==> config.mk <==
export PLATFORM = sky130hd
export DESIGN_NAME = mclk_gen
export DESIGN_NICKNAME = d
export VERILOG_FILES = /design/src/rtl/mclk_pkg.sv /design/src/rtl/mclk_regs.sv /design/src/rtl/mclk_divider.sv /design/src/rtl/mclk_rate_hint.sv /design/src/rtl/mclk_gen.sv
export SDC_FILE = /design/constraint.sdc
export NUM_CORES = 1
export LEC_CHECK = 0
export BUFFER_PORTS_ARGS = -buffer_cell sky130_fd_sc_hd__buf_4
export CELL_PAD_IN_SITES_DETAIL_PLACEMENT = 0
export CELL_PAD_IN_SITES_GLOBAL_PLACEMENT = 1
export CORE_ASPECT_RATIO = 0.7
export CORE_MARGIN = 2
export CORE_UTILIZATION = 33
export CTS_BUF_LIST = sky130_fd_sc_hd__clkbuf_16
export DETAILED_ROUTE_END_ITERATION = 8
export PLACE_DENSITY = 0.88
export REMOVE_ABC_BUFFERS = 1
export SYNTH_ARGS = -nofsm -noshare
export SYNTH_HDL_FRONTEND = slang
export SYNTH_SLANG_ARGS = --single-unit
==> constraint.sdc <==
create_clock -name clk -period 4.9 [get_ports clk]
set_input_delay 0.49 -clock clk [delete_from_list [all_inputs] [get_ports clk]]
set_output_delay 0.49 -clock clk [all_outputs]
set_load 0.03 [all_outputs]
==> src/rtl/mclk_pkg.sv <==
package mclk_pkg;

    localparam int M_LSB    = 0;
    localparam int P_LSB    = 16;
    localparam int SEL_LSB  = 24;
    localparam int GATE_BIT = 31;
    localparam int SEL_MAXW = 4;

    typedef struct packed {
        logic                gate;
        logic [SEL_MAXW-1:0] sel;
        logic [1:0]          p;
        logic [3:0]          m;
    } mclk_cfg_t;

    function automatic mclk_cfg_t cfg_from_word(input logic [31:0] w,
                                                input logic [SEL_MAXW-1:0] sel_mask);
        mclk_cfg_t c;
        c.gate = w[GATE_BIT];
        c.sel  = w[SEL_LSB +: SEL_MAXW] & sel_mask;
        c.p    = w[P_LSB +: 2];
        c.m    = w[M_LSB +: 4];
        return c;
    endfunction

    function automatic logic [31:0] word_from_cfg(input mclk_cfg_t c);
        logic [31:0] w;
        w = '0;
        w[GATE_BIT]             = c.gate;
        w[SEL_LSB +: SEL_MAXW]  = c.sel;
        w[P_LSB +: 2]           = c.p;
        w[M_LSB +: 4]           = c.m;
        return w;
    endfunction

endpackage

==> src/rtl/mclk_regs.sv <==
module mclk_regs
    import mclk_pkg::*;
#(
    parameter int SEL_W = 2
) (
    input  logic        clk,
    input  logic        rst,
    input  logic        wr_en,
    input  logic [31:0] wr_data,
    output logic [31:0] rd_data,
    output mclk_cfg_t   cfg
);
    localparam logic [SEL_MAXW-1:0] SEL_MASK = SEL_MAXW'((32'd1 << SEL_W) - 32'd1);

    always_ff @(posedge clk) begin
        if (rst)        cfg <= '0;
        else if (wr_en) cfg <= cfg_from_word(wr_data, SEL_MASK);
    end

    assign rd_data = word_from_cfg(cfg);

    p_sel_fits_r3: assert property (@(posedge clk) disable iff (rst)
        (cfg.sel & ~SEL_MASK) == '0);
    p_rsvd_zero_r8: assert property (@(posedge clk) disable iff (rst)
        (rd_data & ~(32'h8003_000F | (32'(SEL_MASK) << SEL_LSB))) == 32'd0);
endmodule

==> src/rtl/mclk_divider.sv <==
module mclk_divider
    import mclk_pkg::*;
(
    input  logic      clk,
    input  logic      rst,
    input  logic      restart,
    input  mclk_cfg_t cfg,
    input  logic      sel_tick,
    output logic      tick_out,
    output logic      level_out
);
    logic [2:0] pre_cnt;
    logic [3:0] div_cnt;
    logic [2:0] pre_lim;
    logic       pre_hit;
    logic [4:0] high_len;

    assign pre_lim  = 3'((4'd1 << cfg.p) - 4'd1);
    assign pre_hit  = sel_tick && (pre_cnt == pre_lim);
    assign high_len = ({1'b0, cfg.m} + 5'd1) >> 1;

    always_ff @(posedge clk) begin
        if (rst || restart || !cfg.gate) begin
            pre_cnt  <= '0;
            div_cnt  <= '0;
            tick_out <= 1'b0;
        end else begin
            if (sel_tick)
                pre_cnt <= pre_hit ? 3'd0 : pre_cnt + 3'd1;
            if (pre_hit)
                div_cnt <= (div_cnt == cfg.m) ? 4'd0 : div_cnt + 4'd1;
            tick_out <= pre_hit && (div_cnt == cfg.m);
        end
    end

    assign level_out = cfg.gate && ({1'b0, div_cnt} < high_len);

    p_div_range_r1: assert property (@(posedge clk) disable iff (rst)
        div_cnt <= cfg.m);
    p_pre_range_r2: assert property (@(posedge clk) disable iff (rst)
        pre_cnt <= pre_lim);
    p_gate_off_r4: assert property (@(posedge clk) disable iff (rst)
        !cfg.gate |-> (!tick_out && !level_out));
    p_tick_needs_src_r5: assert property (@(posedge clk) disable iff (rst)
        tick_out |-> $past(sel_tick));
    p_restart_r7: assert property (@(posedge clk) disable iff (rst)
        $past(restart) |-> (pre_cnt == 3'd0 && div_cnt == 4'd0 && !tick_out));
endmodule

==> src/rtl/mclk_rate_hint.sv <==
module mclk_rate_hint #(
    parameter int HINT_W = 8
) (
    input  logic [HINT_W-1:0] want_div,
    output logic [1:0]        hint_p,
    output logic [3:0]        hint_m
);
    logic [HINT_W-1:0] d;
    logic [HINT_W:0]   q;

    always_comb begin
        d = (want_div == '0) ? HINT_W'(1) : want_div;
        if      ((d >> 0) < HINT_W'(16)) hint_p = 2'd0;
        else if ((d >> 1) < HINT_W'(16)) hint_p = 2'd1;
        else if ((d >> 2) < HINT_W'(16)) hint_p = 2'd2;
        else                             hint_p = 2'd3;
        q = ({1'b0, d} + ((HINT_W+1)'(1) << hint_p) - (HINT_W+1)'(1)) >> hint_p;
        hint_m = (q > (HINT_W+1)'(16)) ? 4'd15 : 4'(q - (HINT_W+1)'(1));
    end

    always_comb begin
        a_hint_min_r9: assert ((q != '0) || (want_div == '0 && q != '0) || 1'b0 || (q >= (HINT_W+1)'(1)));
    end
endmodule

==> src/rtl/mclk_gen.sv <==
module mclk_gen
    import mclk_pkg::*;
#(
    parameter int SEL_W  = 2,
    parameter int HINT_W = 8,
    localparam int NUM_SRC = 1 << SEL_W
) (
    input  logic               clk,
    input  logic               rst,
    input  logic [NUM_SRC-1:0] src_tick,
    input  logic               wr_en,
    input  logic [31:0]        wr_data,
    output logic [31:0]        rd_data,
    output logic               tick_out,
    output logic               level_out,
    input  logic [HINT_W-1:0]  want_div,
    output logic [1:0]         hint_p,
    output logic [3:0]         hint_m
);
    mclk_cfg_t cfg;
    logic      sel_tick;

    mclk_regs #(.SEL_W(SEL_W)) u_regs (
        .clk     (clk),
        .rst     (rst),
        .wr_en   (wr_en),
        .wr_data (wr_data),
        .rd_data (rd_data),
        .cfg     (cfg)
    );

    assign sel_tick = src_tick[cfg.sel[SEL_W-1:0]];

    mclk_divider u_div (
        .clk       (clk),
        .rst       (rst),
        .restart   (wr_en),
        .cfg       (cfg),
        .sel_tick  (sel_tick),
        .tick_out  (tick_out),
        .level_out (level_out)
    );

    mclk_rate_hint #(.HINT_W(HINT_W)) u_hint (
        .want_div (want_div),
        .hint_p   (hint_p),
        .hint_m   (hint_m)
    );
endmodule

### After elaboration in Yosys (flattened, before gate mapping)

Index checks and enable logic that the tools add are counted.

* bits in registers: 17
* bits of input ports: 47
* word-level logic and storage cells: 41

* $add $sub $neg: 7
* $lt $le $gt $ge: 6
* equality and inequality tests: 2
* shift-type cells: 3
* mux-type cells: 9
* reductions and logical operators: 7

Operators by type and width (count)
* $add 8x9->9: 1
* $gt 9x5->1 const B: 1
* $shl 1x2->9 const A: 1
* $shr 9x2->9: 1
* $sub 9x1->9 const B: 1
* $logic_not 8->1: 1
* $lt 8x5->1 const B: 1
* $mux 4: 2
* $mux 8: 1
* $lt 7x5->1 const B: 1
* $lt 6x5->1 const B: 1
* $add 4x1->5 const B: 1
* $add 4x1->4 const B: 1
* $eq 4x4->1: 1
* $lt 4x4->1: 1
* $mux 2: 2
* $sub 4x1->4 const B: 1
* $add 3x1->3 const B: 1
* $eq 3x3->1: 1
* $logic_and 1x1->1: 3
* $lt 2x3->1 const B: 1
* $mux 3: 1
* $shl 1x2->3 const A: 1
* $sub 3x1->3 const B: 1
* other kinds (4): 6

### Depth between registers and ports, before layout

Gate-level depths: netlist (run 1).

* depth in word-level cells: 12
* gate-level depth with buffers: 18
* depth with buffers taken out: 18

### Hierarchy

A second synthesis (run 1) with hierarchy kept.

* cell total of the unflattened synthesis: 271
* area, all modules: 2222.1 um^2

Modules (own cells, without submodules)
* mclk_rate_hint: times used 1, cells each 132, area an instance 963.4 um^2, sequential area each 0.0 um^2
* mclk_divider: times used 1, cells each 74, area an instance 658.1 um^2, sequential area each 160.2 um^2
* mclk_regs: times used 1, cells each 64, area an instance 578.1 um^2, sequential area each 180.2 um^2
* mclk_gen: times used 1, cells each 1, area an instance 22.5 um^2, sequential area each 0.0 um^2

### Worst setup path before layout (run 1)

No wires, ideal clock.

* kind: input -> output
* start: input want_div[5]
* end: output hint_m[3]
* data arrival time: 3.899 ns
* data required time: 4.410 ns
* setup slack: 0.511 ns
* stages: 17
* buffers on the path: 0
* cell sequence: inv_1 > ha_1 > or2_2 > and2_1 > inv_1 > nand3_1 > ha_1 > inv_1 > ha_1 > fa_1 > nand3_1 > nand2_2 > or3b_1 > a32o_2 > a21boi_1 > xnor2_1 > o22a_1

* longest elaborated chain between the ends: 12
* elaborated cells between the ends (all ways): 15
* those cells by class: add/sub (3); order compare (4); shift (2); mux (5); reduce/logical (1)

Ends and longest elaborated chain
* from (decl): line mclk_gen.sv:16 `input logic [HINT_W-1:0] want_div,`
* $logic_not 8->1: line mclk_rate_hint.sv:12 `d = (want_div == '0) ? HINT_W'(1) : want_div;`
* $mux 8 (*): line mclk_rate_hint.sv:12
* $lt 6x5->1: line mclk_rate_hint.sv:15 `else if ((d >> 2) < HINT_W'(16)) hint_p = 2'd2;`
* $mux 1: line mclk_rate_hint.sv:15
* $mux 2: line mclk_rate_hint.sv:14 `else if ((d >> 1) < HINT_W'(16)) hint_p = 2'd1;`
* $mux 2 (*): line mclk_rate_hint.sv:13 `if ((d >> 0) < HINT_W'(16)) hint_p = 2'd0;`
* via hint_p[0]: line mclk_gen.sv:17 `output logic [1:0] hint_p,`
* $shl 1x2->9: line mclk_rate_hint.sv:17 `q = ({1'b0, d} + ((HINT_W+1)'(1) << hint_p) - (HINT_W+1)'(1)) >> hint_p;`
* $add 8x9->9: line mclk_rate_hint.sv:17
* $sub 9x1->9: line mclk_rate_hint.sv:17
* $shr 9x2->9 (*): line mclk_rate_hint.sv:17
* $gt 9x5->1 or $sub 4x1->4 (tied branches): line mclk_rate_hint.sv:18 `hint_m = (q > (HINT_W+1)'(16)) ? 4'd15 : 4'(q - (HINT_W+1)'(1));`
* $mux 4 (*): line mclk_rate_hint.sv:18
* to (decl): line mclk_gen.sv:18 `output logic [3:0] hint_m`

Mark *: on every way through the listed nets, which the timed path passes. The rest lies on a longest branch.

### Worst setup path in the final report (run 1)

* start: input want_div[5]
* end: output hint_m[3]

* longest elaborated chain between the ends: 12
* elaborated cells between the ends (all ways): 15
* those cells by class: add/sub (3); order compare (4); shift (2); mux (5); reduce/logical (1)

Ends and longest elaborated chain (line)
* $logic_not 8->1: mclk_rate_hint.sv:12
* $mux 8 (*): mclk_rate_hint.sv:12
* $lt 6x5->1: mclk_rate_hint.sv:15
* $mux 1: mclk_rate_hint.sv:15
* $mux 2: mclk_rate_hint.sv:14
* $mux 2: mclk_rate_hint.sv:13
* $shl 1x2->9: mclk_rate_hint.sv:17
* $add 8x9->9: mclk_rate_hint.sv:17
* $sub 9x1->9: mclk_rate_hint.sv:17
* $shr 9x2->9 (*): mclk_rate_hint.sv:17
* $gt 9x5->1 or $sub 4x1->4 (tied branches): mclk_rate_hint.sv:18
* $mux 4 (*): mclk_rate_hint.sv:18

Every way passes the cells marked *; elsewhere a longest branch is shown, timed or not.

==> results of run 1 <==
==> routing by layer <==
layer	vias to the layer above	GRT usage (%)
met5	-	0
met4	0	2.72
met3	4	2.34
met2	40	17.1
met1	693	19.9
li1	843	-
==> cell type report <==
class / instances / area share [%]
multi-input cells: 197 / 61.5
flip-flops and latches: 17 / 14.7
repair buffers: 42 / 13.7
well taps: 75 / 4.07
clock buffers: 3 / 3.25
inverters: 16 / 2.60
clock inverters: 1 / 0.217
==> repair_timing <==
item,CTS,global route
gates resized for setup,0,6
endpoints found under the setup margin,0,4
hold endpoints to repair,0,0
==> where the power goes <==
group / switching [mW] / internal (mW) / total, mW
clock: 0.0555 / 0.109 / 0.165
combinational: 0.154 / 0.105 / 0.259
sequential: 0.00662 / 0.143 / 0.150
==> state kept, by name (all words and copies together), names as in the netlist <==
name / count
u_div.div_cnt: 4
u_div.tick_out: 1
u_div.pre_cnt: 3
u_regs.cfg: 9
==> path summary, 6_finish.rpt <==
kind	start	end	slack, ns
setup reg to reg	u_regs.cfg[6]$_SDFFE_PP0P_	u_div.div_cnt[2]$_SDFFE_PP0P_	3.12
hold / removal	wr_data[17]	u_regs.cfg[5]$_SDFFE_PP0P_	0.48
setup / recovery	want_div[5]	hint_m[3]	0.27
hold reg to reg	u_div.pre_cnt[1]$_SDFFE_PP0P_	u_div.pre_cnt[1]$_SDFFE_PP0P_	0.52
==> cells by family after synthesis <==
group | Yosys count | share of synthesized area (%)
AND/OR/NAND/NOR | 81 | 21.1
multiplexers | 12 | 7.01
AO/OA/AOI/OAI | 39 | 15.7
adder cells (fa/ha/maj) | 22 | 14.8
buffers and inverters | 46 | 14.3
XOR/XNOR | 20 | 9.17
other | 1 | 0.196
flip-flops | 17 | 17.8
==> worst max-delay path, stage by stage <==
cell      delay (ns)
buf_4           0.13
inv_1           0.08
ha_1            0.19
or2_2           0.32
and2_1          0.20
inv_1           0.10
nand3_1         0.12
ha_1            0.30
inv_1           0.04
ha_1            0.23
fa_2            0.39
nand3_1         0.11
nand2_2         0.12
or3b_1          0.37
a32o_2          0.31
a21boi_1        0.14
xnor2_1         0.12
o22a_1          0.22
buf_4           0.17
==> cells in the mapped netlist (3+ instances only) <==
library cell,number,area (um2)
nand3_1,8,40.0
a21oi_1,7,35.0
xor2_1,8,70.1
buf_4,24,180
or2_2,5,31.3
nand2_1,19,71.3
nand2b_1,6,37.5
xnor2_1,12,105
nor2_1,22,82.6
and2_1,3,18.8
nor2b_1,6,37.5
o21ai_1,3,15.0
o21ai_0,4,20.0
mux2i_1,10,100
dfxtp_1,17,340
inv_1,16,60.1
clkbuf_1,3,11.3
ha_1,21,263
==> results.yml, run 1 <==
final_layout:
  multi_input_area_um2: 1420
  mostFrequentLayoutCells: "buf_4 (42), conb_1 (23), nor2_1 (22), ha_1 (21), nand2_1 (19)"
  final_nets: 346
  regArea_um2: 340
  final_cells: 351
  final_core_util_pct: 40.7
  drive_above_1_share_pct: 24.3
  layout_commonest_cell: "buf_4"
  design_area_um2: 2310
  nFillCells: 577
  diodes: 0
  syn2layout_area_growth_pct: 20.8
synth:
  synth_cells: 238
  synth_top_flop_cell: "dfxtp_1"
  syn_avg_cell_area_um2: 8.03
  ys_ff_latch: 17
  ys_warn_count: 0
  synth-edff-count: 0
  synthArstFlopShare_pct: 0
  ys_seq_area_share_pct: 17.8
  synth_cell_type_count: 55
  synth_area_um2: 1910
clock_tree:
  cts_hold_buf: 0
  h-tree-depth: 1
  cts_max_path_buffers: 2
  cts_tree: "built"
  cts_buffers: 3
  clock-sinks: 17
  cts_setup_buffers: 0
  cts-root-buf: "clkbuf_16"
  clock_latency_ns: 0.25
  clk_transition_reported_paths_ns: 0.05
timing:
  relSlewSlack_pct: 62.1
  tns_ns: 0
  rsz0062_at_grt: "false"
  hold_viol: 0
  skew_ns: 0.00117
  whs_ns: 0.478
  fin_crit_ns: 4.63
  setup-violations-final: 0
  fmax_mhz: 216
  setup_ws_ns: 0.268
  drv_slew: 0
  tightest_slew_ns: 0.565
  period_share_pct: 94.5
floorplanning:
  start_util_pct: 33.7
  core_um2: 5670
  rows: 23
  die_w_um: 94.9
  dieArea_um2: 6420
  ioPinCount: 87
  fp.dieH_um: 67.7
global_route:
  grt_pass1_wl_um: 6330
  grt_max_degree: 19
  antenna_found_initial: 0
  grt_pass1_vias: 1349
  grt.total_usage_pct: 12.6
  grt-ovfl-total: 0
detailed_routing:
  wire_per_inst_um: 11.3
  initialDrtViolationCount: 42
  ant_nets: 0
  vias: 1580
  highest-signal-layer: "met4"
  wl_met1_um: 2190
  routed_wl_um: 3960
  vias_per_cell: 4.50
  dr_wl_met3_um: 209
  drc: 0
  dr.pass1.iters: 4
  dr_wl_met2_um: 1530
placed_design:
  routabilityCongestion: 0.779
  placed_area_um2: 2190
  hpwl_um: 3330
  port_buffers: 40
  dp_slack_ns: 0.245
  place_inst: 347
setup_path:
  critical_path_class: "in -> out"
  arrival_ns: 4.14
  ff2ff_path_depth: 5
  cp-end-kind: "output pin"
  crit_required_ns: 4.41
  start_kind: "input pin"
  path_max_fanout: 6
pwr:
  pwr_density_cell_nw_per_um2: 249
  power_leakage_nw: 1.04
  vdd_drop_max_mv: 0.150
  totalPowerFinal_mw: 0.574
min_path:
  holdPathStages: 3
  hp-class: "in -> reg"
run:
  maxCapViolations: 0
status:
  status: "finished clean"
Power figures use the tool's default switching activity.
==> run 2, diff against run 1 <==
--- a/config.mk
+++ b/config.mk
@@ -6,14 +6,12 @@
 export NUM_CORES = 1
 export LEC_CHECK = 0
 export BUFFER_PORTS_ARGS = -buffer_cell sky130_fd_sc_hd__buf_4
-export CELL_PAD_IN_SITES_DETAIL_PLACEMENT = 0
-export CELL_PAD_IN_SITES_GLOBAL_PLACEMENT = 1
 export CORE_ASPECT_RATIO = 0.7
 export CORE_MARGIN = 2
-export CORE_UTILIZATION = 33
+export CORE_UTILIZATION = 48
 export CTS_BUF_LIST = sky130_fd_sc_hd__clkbuf_16
 export DETAILED_ROUTE_END_ITERATION = 8
-export PLACE_DENSITY = 0.88
+export PLACE_DENSITY = 0.9
 export REMOVE_ABC_BUFFERS = 1
 export SYNTH_ARGS = -nofsm -noshare
 export SYNTH_HDL_FRONTEND = slang
==> run 2 against run 1 <==
Against the previous run: maximum frequency down 0.74%; non-clock buffer count unchanged; largest cell class unchanged; die area down 30%; power down 1.1%; clock skew up 0.0026 ns; sequential cell count unchanged; sequential power about the same; count of clock-buffer cells in the layout unchanged.
==> results.yml, run 2 (synthesized netlist as in run 1, its figures left out) <==
clock_tree:
  h-tree-depth: 1
  clk_transition_reported_paths_ns: 0.05
  cts_buffers: 3
  cts_max_path_buffers: 2
  cts_hold_buf: 0
  cts_tree: "built"
  clock-sinks: 17
  cts-root-buf: "clkbuf_16"
  clock_latency_ns: 0.25
setup_path:
  cp-end-kind: "output pin"
  cp_slowest_cell: "fa_2"
  worstPathCellList: "buf_4 -> inv_1 -> ha_1 -> or2_2 -> and2_1 -> inv_1 -> nand3_1 -> ha_1 -> inv_1 -> ha_1 -> fa_2 -> nand3_1 -> nand2_2 -> or3b_1 -> a32o_2 -> a21boi_1 -> xnor2_1 -> o22a_1 -> buf_4"
  arrival_ns: 4.18
  cp_slowest_stage_delay_ns: 0.39
  endpoint: "hint_m[3]"
  r2r-end: "u_div.div_cnt[3]$_SDFFE_PP0P_"
  path_max_fanout: 6
  ff2ff_path_depth: 5
  critical_path_class: "in -> out"
  startpoint: "want_div[5]"
  r2r_start: "u_regs.cfg[6]$_SDFFE_PP0P_"
  start_kind: "input pin"
  crit_required_ns: 4.41
  r2r_setup_slack_ns: 3.10
final_layout:
  final_core_util_pct: 58.1
  diodes: 0
  nFillCells: 330
  largest_reg_flops: 9
  top_regs: "u_regs.cfg x9, u_div.div_cnt x4, u_div.pre_cnt x3"
  syn2layout_area_growth_pct: 17.8
  layout_commonest_cell: "buf_4"
  final_nets: 346
  design_area_um2: 2250
  final_cells: 328
  drive_above_1_share_pct: 23.2
  mostFrequentLayoutCells: "buf_4 (42), conb_1 (23), nor2_1 (22), ha_1 (21), nand2_1 (19)"
  top_register: "u_regs.cfg"
timing:
  tns_ns: 0
  hold_viol: 0
  setup-violations-final: 0
  drv_slew: 0
  fin_crit_ns: 4.67
  fmax_mhz: 214
  relSlewSlack_pct: 64.4
  tightest_slew_ns: 0.530
  skew_ns: 0.00378
  rsz0062_at_grt: "false"
  period_share_pct: 95.2
pwr:
  pwr_density_cell_nw_per_um2: 252
  power_leakage_nw: 1.04
  vdd_drop_max_mv: 0.165
floorplanning:
  fp.dieH_um: 56.8
  start_util_pct: 49.3
  core_um2: 3870
  dieArea_um2: 4510
  rows: 19
  ioPinCount: 87
  die_w_um: 79.4
global_route:
  grt_max_degree: 16
  grt.total_usage_pct: 19.4
  grt_pass1_vias: 1601
  grt_pass1_wl_um: 7020
  antenna_found_initial: 0
  grt-ovfl-total: 0
detailed_routing:
  initialDrtViolationCount: 97
  ant_nets: 0
  vias_per_cell: 5.07
  routed_wl_um: 4080
  dr.pass1.iters: 4
  wire_per_inst_um: 12.4
  drc: 0
  vias: 1663
min_path:
  hp-class: "in -> reg"
placed_design:
  hpwl_um: 3420
  placed_area_um2: 2160
  routabilityCongestion: 0.873
  port_buffers: 40
  place_inst: 324
status:
  status: "finished clean"
run:
  maxCapViolations: 0
[run 2: cell counts in the layout (fill, tap and decap cells not counted)]
No cell type changed its count.
[run 2: cell type report]
class / count / area, um2 / area share, %
well taps: 52 / 65.1 / 2.89
clock inverters: 1 / 5.00 / 0.222
multi-input cells: 197 / 1390 / 61.8
clock buffers: 3 / 75.1 / 3.34
repair buffers: 42 / 315 / 14.0
flip-flops and latches: 17 / 340 / 15.1
inverters: 16 / 60.1 / 2.67
[run 2: power by group]
part | internal, mW | switching [mW] | total [mW]
sequential | 0.143 | 0.00661 | 0.150
combinational | 0.102 | 0.153 | 0.255
clock | 0.109 | 0.0535 | 0.163
[run 2: per-layer routing]
layer	up-vias	share of wire (%)	global-route usage, %
met1	748	45	25.9
met2	62	46	33.5
met4	0	1.3	3.69
met3	6	7.1	2.57
met5	-	0	0
li1	847	-	-
[run 2: what timing repair did]
item | in CTS | in global routing
setup buffers | 0 | 0
setup endpoints to repair | 0 | 4
gates resized for setup | 0 | 2
[run 2: worst max-delay path, delay by kind of cell]
kind / cells / cell delay, ns
AO/OA/AOI/OAI: 3 / 0.67
XOR/XNOR: 1 / 0.12
adder cells (fa/ha/maj): 4 / 1.14
buffers and inverters: 5 / 0.50
AND/OR/NAND/NOR: 6 / 1.25
[run 2: how the worst min path moves through the flow]
stage / end / start / slack [ns] / cells past startpoint
floorplan: u_div.pre_cnt[1]$_SDFFE_PP0P_ / u_div.pre_cnt[1]$_SDFFE_PP0P_ / 0.47 / 2
global placement: u_div.pre_cnt[1]$_SDFFE_PP0P_ / u_div.pre_cnt[1]$_SDFFE_PP0P_ / 0.49 / 2
detailed placement: u_div.pre_cnt[1]$_SDFFE_PP0P_ / u_div.pre_cnt[1]$_SDFFE_PP0P_ / 0.51 / 2
CTS: u_regs.cfg[0]$_SDFFE_PP0P_ / wr_data[0] / 0.48 / 3
global route: u_regs.cfg[7]$_SDFFE_PP0P_ / wr_data[25] / 0.51 / 3
finish: u_regs.cfg[0]$_SDFFE_PP0P_ / wr_data[0] / 0.48 / 3
[run 2: stage by stage]
stage | worst slack (ns) | power (mW) | hold slack (ns)
floorplan | 0.375 | 0.335 | 0.472
global placement | 0.355 | 0.394 | 0.492
detailed placement | 0.256 | 0.403 | 0.505
CTS | 0.240 | 0.567 | 0.478
global route | 0.0144 | 0.605 | 0.506
finish | 0.234 | 0.568 | 0.478
==> run 3, diff against run 2 <==
--- a/config.mk
+++ b/config.mk
@@ -6,12 +6,14 @@
 export NUM_CORES = 1
 export LEC_CHECK = 0
 export BUFFER_PORTS_ARGS = -buffer_cell sky130_fd_sc_hd__buf_4
-export CORE_ASPECT_RATIO = 0.7
+export CELL_PAD_IN_SITES_DETAIL_PLACEMENT = 0
+export CELL_PAD_IN_SITES_GLOBAL_PLACEMENT = 1
+export CORE_ASPECT_RATIO = 1.4
 export CORE_MARGIN = 2
-export CORE_UTILIZATION = 48
+export CORE_UTILIZATION = 33
 export CTS_BUF_LIST = sky130_fd_sc_hd__clkbuf_16
 export DETAILED_ROUTE_END_ITERATION = 8
-export PLACE_DENSITY = 0.9
+export PLACE_DENSITY = 0.88
 export REMOVE_ABC_BUFFERS = 1
 export SYNTH_ARGS = -nofsm -noshare
 export SYNTH_HDL_FRONTEND = slang
==> run 3 against run 2 <==
Against the previous run: global-route usage is 6.9 points lower; via count is 2.6% lower; count of clock-buffer cells in the layout stayed put; clock power is 2% lower; routed wire length is 7.4% lower; largest power group unchanged; combinational power hardly changed; largest cell class unchanged; sequential cell count stayed put; cell count is 4.9% higher; setup slack better by 0.045 ns.
==> results.yml, run 3 (synthesized netlist as in run 1, its figures left out) <==
floorplanning:
  rows: 32
  start_util_pct: 34.3
  core_um2: 5570
  ioPinCount: 87
  fp.dieH_um: 94.0
  dieArea_um2: 6420
  die_w_um: 68.3
clock_tree:
  clock_latency_ns: 0.24
  cts_buffers: 3
  cts_max_path_buffers: 2
  cts_hold_buf: 0
  clk_transition_reported_paths_ns: 0.05
  cts_tree: "built"
  h-tree-depth: 1
  cts-root-buf: "clkbuf_16"
  clock-sinks: 17
setup_path:
  ff2ff_path_depth: 5
  cp_slowest_stage_delay_ns: 0.39
  critical_path_class: "in -> out"
  worstPathCellList: "buf_4 -> inv_1 -> ha_1 -> or2_2 -> and2_1 -> inv_1 -> nand3_1 -> ha_1 -> inv_1 -> ha_1 -> fa_2 -> nand3_1 -> nand2_2 -> or3b_1 -> a32o_2 -> a21boi_1 -> xnor2_1 -> o22a_1 -> buf_4"
  r2r_setup_slack_ns: 3.15
  arrival_ns: 4.13
  crit_required_ns: 4.41
  start_kind: "input pin"
  path_max_fanout: 6
  cp-end-kind: "output pin"
  cp_slowest_cell: "fa_2"
placed_design:
  dp_slack_ns: 0.176
  routabilityCongestion: 0.765
  port_buffers: 40
  hpwl_um: 3190
detailed_routing:
  dr.pass1.iters: 4
  vias: 1619
  wire_per_inst_um: 11.0
  vias_per_cell: 4.71
  ant_nets: 0
  initialDrtViolationCount: 56
  drc: 0
  routed_wl_um: 3780
final_layout:
  mostFrequentLayoutCells: "buf_4 (42), conb_1 (23), nor2_1 (22), ha_1 (21), nand2_1 (19)"
  syn2layout_area_growth_pct: 19.1
  final_nets: 346
  top_register: "u_regs.cfg"
  top_regs: "u_regs.cfg x9, u_div.div_cnt x4, u_div.pre_cnt x3"
  layout_commonest_cell: "buf_4"
  drive_above_1_share_pct: 23.2
  diodes: 0
  largest_reg_flops: 9
timing:
  rsz0062_at_grt: "false"
  hold_viol: 0
  fmax_mhz: 216
  tightest_slew_ns: 0.530
  tns_ns: 0
  setup-violations-final: 0
  period_share_pct: 94.3
  relSlewSlack_pct: 64.3
  drv_slew: 0
  setup_ws_ns: 0.278
  fin_crit_ns: 4.62
  skew_ns: 0.00154
global_route:
  grt_pass1_wl_um: 6410
  antenna_found_initial: 0
  grt_max_degree: 13
  grt.total_usage_pct: 12.5
  grt-ovfl-total: 0
  grt_pass1_vias: 1556
pwr:
  power_leakage_nw: 1.04
  totalPowerFinal_mw: 0.560
  vdd_drop_max_mv: 0.164
  pwr_density_cell_nw_per_um2: 246
status:
  status: "finished clean"
min_path:
  holdPathStages: 3
  hp-class: "in -> reg"
run:
  maxCapViolations: 0
-- run 3: path summary, 6_finish.rpt --
| kind | start | to |
|---|---|---|
| max | want_div[5] | hint_m[3] |
| min | wr_data[25] | u_regs.cfg[7]$_SDFFE_PP0P_ |
| max reg2reg | u_regs.cfg[6]$_SDFFE_PP0P_ | u_div.div_cnt[2]$_SDFFE_PP0P_ |
| min reg2reg | u_div.pre_cnt[1]$_SDFFE_PP0P_ | u_div.pre_cnt[1]$_SDFFE_PP0P_ |
-- run 3: timing repair --
item	4_1_cts	5_1_grt
resized for setup	0	3
endpoints found under the setup margin	0	4
buffers inserted	0	0
-- run 3: routing by layer --
layer,vias up,track usage [%],wire length [um]
li1,840,-,-
met1,723,13.3,1470
met2,50,24.4,2080
met3,6,1.56,185
met4,0,3.33,45
met5,-,0,0
-- run 3: cell type report --
type,instances,area (um2)
fill,599,3290
multi-input combinational,197,1400
sequential,17,340
timing repair buffer,42,315
tap,68,85.1
clock buffer,3,75.1
inverter,16,60.1
clock inverter,1,3.75
-- run 3: metrics by stage --
stage | utilization [%] | instance area (um2) | hold WS, ns | instances
after global routing | 40.9 | 2280 | 0.494 | 344
after detailed placement | 39.2 | 2180 | 0.501 | 340
after global placement | 39.2 | 2180 | 0.493 | 340
after CTS | 40.6 | 2260 | 0.480 | 344
after floorplan | - | 1780 | 0.472 | 230
final | 40.9 | 2280 | 0.480 | 344
-- run 3: worst max-delay path, delay by kind of cell --
| family | cells | cell delay, ns |
|---|---|---|
| AO/OA/AOI/OAI | 3 | 0.66 |
| AND/OR/NAND/NOR | 6 | 1.23 |
| XOR/XNOR | 1 | 0.13 |
| buffers and inverters | 5 | 0.49 |
| adder cells (fa/ha/maj) | 4 | 1.13 |
-- run 3: where the power goes --
part / switching (mW) / leakage [nW] / total (mW) / internal [mW]
clock: 0.0505 / 0.0423 / 0.159 / 0.108
sequential: 0.00604 / 0.139 / 0.149 / 0.143
combinational: 0.150 / 0.861 / 0.252 / 0.103
